<file path="config.mk">
export PLATFORM = sky130hd
export DESIGN_NAME = ar_addr_gen
export DESIGN_NICKNAME = d
export VERILOG_FILES = /design/src/rtl/ar_addr_gen.sv
export SDC_FILE = /design/constraint.sdc
export NUM_CORES = 1
export LEC_CHECK = 0
export ABC_AREA = 1
export BUFFER_PORTS_ARGS = -buffer_cell sky130_fd_sc_hd__buf_2
export CAP_MARGIN = 20
export CORE_AREA = 2 2 275 277
export DETAILED_ROUTE_END_ITERATION = 16
export DIE_AREA = 0 0 277 279
export HOLD_SLACK_MARGIN = 0.05
export PLACE_DENSITY_LB_ADDON = 0.2
export REMOVE_ABC_BUFFERS = 1
export SYNTH_ARGS = -nofsm -noshare
export SYNTH_HDL_FRONTEND = slang
export SYNTH_SLANG_ARGS = --single-unit
</file>
<file path="constraint.sdc">
create_clock -name clk -period 13.6 [get_ports clk]
set_clock_uncertainty 0.2 [all_clocks]
set_input_delay 2.72 -clock clk [delete_from_list [all_inputs] [get_ports clk]]
set_output_delay 2.72 -clock clk [all_outputs]
set_load 0.005 [all_outputs]
</file>
<file path="src/rtl/ar_addr_gen.sv">
module ar_addr_gen #(
  parameter int AW    = 24,
  parameter int NAR   = 8,
  parameter int DISPW = 8,
  localparam int SELW = $clog2(NAR),
  localparam int RSW  = $clog2(NAR + 3)
) (
  input  logic             clk,
  input  logic             rst_n,
  input  logic             req_valid,
  input  logic [SELW-1:0]  req_sel,
  input  logic [2:0]       req_mode,
  input  logic [1:0]       req_step,
  input  logic [DISPW-1:0] req_disp,
  input  logic             ld_en,
  input  logic [RSW-1:0]   ld_sel,
  input  logic [AW-1:0]    ld_data,
  input  logic [RSW-1:0]   rd_sel,
  output logic [AW-1:0]    rd_data,
  output logic [AW-1:0]    ea,
  output logic             ea_valid
);
  localparam logic [2:0] M_NOP = 3'd0, M_PREA = 3'd1, M_PRES = 3'd2, M_POSTA = 3'd3,
                         M_POSTS = 3'd4, M_CIRA = 3'd5, M_CIRS = 3'd6, M_BREV = 3'd7;
  localparam logic [RSW-1:0] C_IRA = RSW'(NAR), C_IRB = RSW'(NAR + 1), C_BLK = RSW'(NAR + 2);

  logic [AW-1:0] ar [NAR];
  logic [AW-1:0] ir_a, ir_b, blk;

  function automatic logic [AW-1:0] flip(input logic [AW-1:0] x);
    for (int i = 0; i < AW; i++) flip[i] = x[AW-1-i];
  endfunction

  logic [AW-1:0] cur, step, nxt, mask, base;
  logic [AW:0]   top, addc, subc;
  logic          under;

  assign cur = ar[req_sel];

  always_comb begin
    case (req_step)
      2'd0:    step = AW'(1);
      2'd1:    step = ir_a;
      2'd2:    step = ir_b;
      default: step = AW'(req_disp);
    endcase
  end

  always_comb begin
    mask = '0;
    for (int i = 0; i < AW; i++)
      if (((blk - AW'(1)) >> i) != '0) mask = (AW'(1) << (i + 1)) - AW'(1);
  end

  assign base  = cur & ~mask;
  assign top   = {1'b0, base} + {1'b0, blk};
  assign addc  = {1'b0, cur} + {1'b0, step};
  assign subc  = {1'b0, cur} - {1'b0, step};
  assign under = subc[AW] || (subc[AW-1:0] < base);

  always_comb begin
    case (req_mode)
      M_PREA, M_POSTA: nxt = addc[AW-1:0];
      M_PRES, M_POSTS: nxt = subc[AW-1:0];
      M_CIRA: nxt = (blk != '0 && addc >= top) ? addc[AW-1:0] - blk : addc[AW-1:0];
      M_CIRS: nxt = (blk != '0 && under) ? subc[AW-1:0] + blk : subc[AW-1:0];
      M_BREV: nxt = flip(flip(cur) + flip(step));
      default: nxt = cur;
    endcase
  end

  logic wr_back;
  assign wr_back = req_valid && (req_mode != M_NOP);

  always_ff @(posedge clk) begin
    if (!rst_n) begin
      for (int i = 0; i < NAR; i++) ar[i] <= '0;
      ir_a     <= '0;
      ir_b     <= '0;
      blk      <= '0;
      ea       <= '0;
      ea_valid <= 1'b0;
    end else begin
      for (int i = 0; i < NAR; i++) begin
        if (ld_en && ld_sel == RSW'(i)) ar[i] <= ld_data;
        else if (wr_back && req_sel == SELW'(i)) ar[i] <= nxt;
      end
      if (ld_en && ld_sel == C_IRA) ir_a <= ld_data;
      if (ld_en && ld_sel == C_IRB) ir_b <= ld_data;
      if (ld_en && ld_sel == C_BLK) blk  <= ld_data;
      ea_valid <= req_valid;
      if (req_valid) ea <= (req_mode == M_PREA || req_mode == M_PRES) ? nxt : cur;
    end
  end

  always_comb begin
    rd_data = '0;
    if (rd_sel < C_IRA) rd_data = ar[rd_sel[SELW-1:0]];
    else if (rd_sel == C_IRA) rd_data = ir_a;
    else if (rd_sel == C_IRB) rd_data = ir_b;
    else if (rd_sel == C_BLK) rd_data = blk;
  end

  logic coll;
  assign coll = ld_en && ld_sel == RSW'(req_sel);

  p_valid_r3: assert property (@(posedge clk) disable iff (!rst_n)
    ea_valid |-> $past(req_valid));

  p_load_wins_r11: assert property (@(posedge clk) disable iff (!rst_n)
    ld_en && ld_sel < C_IRA |=> ar[$past(ld_sel[SELW-1:0])] == $past(ld_data));

  p_pre_wb_r4: assert property (@(posedge clk) disable iff (!rst_n)
    req_valid && (req_mode == M_PREA || req_mode == M_PRES) && !coll
    |=> ar[$past(req_sel)] == ea);

  p_nop_hold_r7: assert property (@(posedge clk) disable iff (!rst_n)
    req_valid && req_mode == M_NOP && !coll
    |=> ar[$past(req_sel)] == ea);

  p_circ_inside_r8: assert property (@(posedge clk) disable iff (!rst_n)
    req_valid && (req_mode == M_CIRA || req_mode == M_CIRS) && !coll && blk != '0
      && step <= blk && cur >= base && {1'b0, cur} < top
    |=> ar[$past(req_sel)] >= $past(base) && {1'b0, ar[$past(req_sel)]} < $past(top));
endmodule

</file>
=== Word level (Yosys, flattened, before mapping) ===
Memories as Yosys holds them, arrays and structs flattened.
Cells that the tools add are included.

* Add/sub/neg operators: 7
* Order comparisons: 3
* Equality and inequality tests: 29
* Multiplexer cells: 106
* Bitwise gates (word level): 18
* Reductions and logical operators: 54

{| class="wikitable"
|+ Operators by type and width
! kind !! number
|-
| two-way mux 24 bit || 25
|-
| nonzero test 24 bit || 24
|-
| case mux 24 bit (5 select lines) || 1
|-
| case mux 24 bit (3 select lines) || 1
|-
| two-way mux 1 bit || 58
|-
| adder 24 x 24 -> 25 bit || 2
|-
| adder 24 bit || 2
|-
| >= comparator 25 bit || 1
|-
| subtractor 24 x 24 -> 25 bit || 1
|-
| bitwise AND 24 bit || 1
|-
| equality test 3 bit (second input constant) || 8
|-
| equality test 4 bit (second input constant) || 6
|-
| less-than comparator 24 bit || 1
|-
| inverter 24 bit || 1
|-
| subtractor 24 x 1 -> 24 bit (second input constant) || 1
|-
| subtractor 24 bit || 1
|-
| logical AND 1 bit || 22
|-
| two-way mux 22 bit || 1
|-
| two-way mux 21 bit || 1
|-
| two-way mux 20 bit || 1
|-
| two-way mux 19 bit || 1
|-
| two-way mux 18 bit || 1
|-
| two-way mux 17 bit || 1
|-
| equality test 4 x 3 -> 1 bit (second input constant) || 4
|-
| 29 further kinds || 51
|}

* Bits in registers: 97
* Bits in writable memories: 192
* Output and inout port bits: 49
* Word-level logic and storage cells: 223
* Memories: 1

{| class="wikitable"
|+ Memories
! name !! depth !! bits a word !! read ports !! clocked after memory_dff !! write ports !! RTL line !! text
|-
| ar || 8 || 24 || 2 || 0 || 8 || 27 || <nowiki>logic [AW-1:0] ar [NAR];</nowiki>
|}

=== Depth between registers and ports, before layout ===
* Depth in word-level cells: 34
* Depth in mapped cells: 61
* Depth with buffers taken out: 61

=== Worst setup path before layout ===
Ideal clock, no wire load.

* Path kind: input -> register
* Start point: input port req_sel[0]
* End point: memory ar[4][5] (data pin)
* Library setup time: 274 ps
* Data arrival time: 9040 ps
* Setup slack: 4086 ps
* Stages: 42
* Buffers on the path: 5
* Path through: clkbuf_1 -> clkbuf_1 -> nor2_1 -> clkbuf_1 -> clkbuf_1 -> a22oi_1 -> o221ai_1 -> nand2_1 -> o21ai_0 -> inv_1 -> nor3_2 -> inv_1 -> fa_1 -> o21ai_0 -> nand3_1 -> nand2_1 -> nand3_1 -> nand2_1 -> [6 not listed] -> nand3_1 -> nand2_1 -> nand3_1 -> o21a_1 -> ha_1 -> nand4_1 -> nor4_1 -> nand3_1 -> o21bai_1 -> nand3_1 -> nand2_1 -> inv_1 -> clkbuf_1 -> nand2_1 -> a221oi_1 -> nand2_2 -> nand2_4 -> o22ai_1

{| class="wikitable"
|+ RTL lines
! what !! RTL line !! text
|-
| from (decl) || 11 || <nowiki>input logic [SELW-1:0] req_sel,</nowiki>
|-
| to (decl) || 27 ||
|}

==> flow_summary.rst <==
.. list-table::
   :header-rows: 1

   * - Metric
     - Value
   * - Worst-margin pin slew
     - 1.160 ns
   * - Final min period
     - 10.87 ns
   * - Part of the cycle the worst path needs
     - 79.94%
   * - Remaining global-route overflow
     - 0
   * - Total setup buffers inserted after CTS
     - 0
   * - Die X-Extent
     - 277 µm
   * - Number of cell rows
     - 100
   * - Worst supply voltage drop on vdd
     - 0.00008538 V
   * - Critical Path Fanout Max
     - 30
   * - Number of nets in the final layout
     - 3,883
   * - Layout Cells excl Fill
     - 4,651
   * - Syn-to-layout area delta
     - 9.964%
   * - WP data required
     - about 14 ns
   * - Later-pin clock latency in the skew report
     - 0.59 ns
   * - Number of cells produced by synthesis
     - 3,658
   * - Yosys top cell area share
     - 22.38%
   * - Arrival time at the worst endpoint
     - 10.97 ns
   * - Routed wire length
     - 110,400 µm
   * - Cell type group with the largest total delay on the critical path
     - compound AO/OA/AOI/OAI gates
   * - Total routing usage reported by global routing
     - 27.58%
   * - Final design instance area without fill
     - 28,330 µm²
   * - Share of synthesized area occupied by flip-flops and latches
     - between 20 and 30%
   * - Clock tree buffer depth
     - 3
   * - Antenna violations before repair
     - 2
   * - Final setup violation count
     - 0
   * - Mean number of vias per cell
     - just under 6
   * - Synth area leaders
     - edfxtp_1 22%, a21oi_1 9.5%, ha_1 8.2%
   * - Total power consumption of the routed design
     - 3.225 mW
   * - Clock root buffer
     - clkbuf_16
   * - Placed inst area
     - 27,240 µm²
   * - Worst rel slew slack
     - around 22%
   * - Routed len/inst
     - between 20 and 25 µm
   * - Power density over the cells
     - 113.8 nW/µm²
   * - Area leader, netlist
     - edfxtp_1
   * - Buffer and inverter count on the worst path
     - 9
   * - Max Slew Vio Count
     - 0
   * - Initial DRT Pass Iterations
     - 6
   * - Clk pin slew, worst setup/hold paths
     - 0.07 ns
   * - Via count of the first global-routing pass
     - around 25,000
   * - Clock buffer count from CTS
     - 29
   * - Maximum clock frequency
     - 91.98 MHz
   * - Max stage delay on crit path
     - between 0.6 and 0.7 ns
   * - Detailed placement HPWL
     - 80,580 µm
   * - Most common cell in the synthesized netlist
     - nand2_1
   * - Setup repair after global routing missed its margin
     - false
   * - Count of final hold-check violations
     - 0
   * - Post-route antenna net violation count
     - 0
   * - Total number of clock tree sinks
     - a little under 300
   * - Via count
     - 27,040
   * - Floorplan die height
     - between 200 and 300 µm
   * - Worst Hold Class
     - flop to flop
   * - Post-cts hold buffer count
     - 0
   * - Number of warnings reported in the yosys synthesis log
     - 0
   * - Starting Density
     - 34.79%
   * - Leakage power
     - 11.73 nW
   * - Layout cells sized above 1
     - 9.565%
   * - Crit. End Element
     - flop
   * - Max-cap violations
     - 0
   * - RD Place Congestion
     - between 0.9 and 1
   * - Drt initial violations
     - 2,850
   * - Mean instance size in the synthesized netlist
     - 7.044 µm²
   * - Number of placed instances with taps included
     - about 4,600
   * - Cell area after synthesis
     - about 26,000 µm²
   * - Depth of the CTS H-tree
     - 1
   * - Core Area
     - 74,070 µm²
   * - Classification of the worst setup path
     - input pin to flop
   * - Total of buffers placed on input and output ports
     - 100
   * - Async set or reset register ratio after synthesis
     - 0%
   * - Critical Path Start Type
     - input pin
   * - First-pass GRT wire length
     - between 150,000 and 200,000 µm
   * - Largest net degree at the start of global routing
     - between 70 and 80
   * - CTS tree
     - done
   * - Top Ports
     - 101
   * - CP dominant cell by count
     - nand3_1
   * - Max stage delay cell, worst path
     - inv_1
   * - Flop and latch count out of synthesis
     - 289
   * - Run status
     - finished, final reports clean
   * - DRC violations left
     - 0
   * - Number of enable flip-flop cells after synthesis
     - between 150 and 200
   * - Dominant synthesized flop cell
     - edfxtp_1
   * - Number of gates given a new drive strength after cts
     - 0
   * - Distinct cell type count after synthesis
     - 53
   * - Die ar.
     - 77,280 µm²
   * - Synth top cells by count
     - 548 x nand2_1, 489 x a21oi_1, 447 x inv_1
   * - Setup TNS Final
     - 0 ns
flip-flops by register name (all words and copies together), names as in the netlist:
register  flops
ir_a         24
ar          192
ea           24
ir_b         24
blk          24
ea_valid      1
stage by stage:
stage / utilization [%] / hold slack, ns / setup WS [ns]
6_report: 38.25 / 0.2720 / 2.728
4_1_cts: 38.19 / 0.2736 / 2.789
3_3_place_gp: 36.78 / 0.2539 / 2.323
5_1_grt: 38.24 / 0.2884 / 1.810
3_5_place_dp: 36.78 / 0.2638 / 2.192
2_1_floorplan: - / 0.2618 / 2.651
kinds of logic (layout without fill, tap and decap cells):
| logic type | after synthesis | count (layout) | share of synthesized area, % |
|---|---|---|---|
| and+or+nand+nor | 1223 | 1223 | 20.93 |
| AOI/OAI and AO/OA | 1211 | 1211 | 27.21 |
| buffers and inverters | 653 | 675 | 9.649 |
| DFF | 289 | 289 | 29.91 |
| adders and majority gates | 174 | 174 | 8.624 |
| xor gates and xnor gates | 108 | 108 | 3.671 |
| other | 0 | 2 | 0 |
routing by layer:
layer  vias up  global-route usage, %  wire [µm]
li1      12730                      -          -
met5         -                      0         29
met4         4                  7.637       3331
met3       195                  3.029       9144
met1     12880                  37.03      46460
met2      1220                  46.86      51390
worst min-delay path: stages, from the launching register on:
cell     delay [ns]
dfxtp_1        0.31
nand2_1        0.06
a21oi_1        0.05
placed cells by master (no fill, tap or decap), drive strengths merged, types with 6 or more instances in the layout:
master     n
xor2      83
ha       168
a21o       6
o211ai    21
nand3    190
a21oi    509
edfxtp   192
o221ai    30
o22ai     81
o2111ai   62
dfxtp     97
or2       18
nor2     326
clkbuf    41
a31oi     15
buf      160
fa         6
a221oi    20
nor4      18
o21bai     9
clkinv    18
a211oi    12
a22oi     56
nand4     25
o21ai    365
xnor2     25
nand2    610
inv      451
o21a      13
nor3      31
path summary, 6_finish.rpt:
check,from,to,slack [ns],cells after the start
max,req_sel[0],ar[4][21],2.73,43
max reg2reg,blk[1],ar[4][21],3.10,57
min reg2reg,ea[2],ea[2],0.27,2
min,ea[2],ea[2],0.27,2
area by class of cell:
| type | count | area (µm²) |
|---|---|---|
| diodes | 2 | 5.005 |
| clock buffers | 41 | 852.1 |
| clock inverters | 13 | 192.7 |
| fillers | 7908 | 45740 |
| inverters | 461 | 1730 |
| multi-input cells | 2716 | 15660 |
| flip-flops and latches | 289 | 7707 |
| well taps | 969 | 1212 |
| repair buffers | 160 | 978.4 |
report_power, final:
part / internal (mW) / switching (mW)
Combinational: 0.387 / 0.909
Clock: 0.531 / 0.373
Sequential: 0.992 / 0.0318
Power figures use the tool's default switching activity.
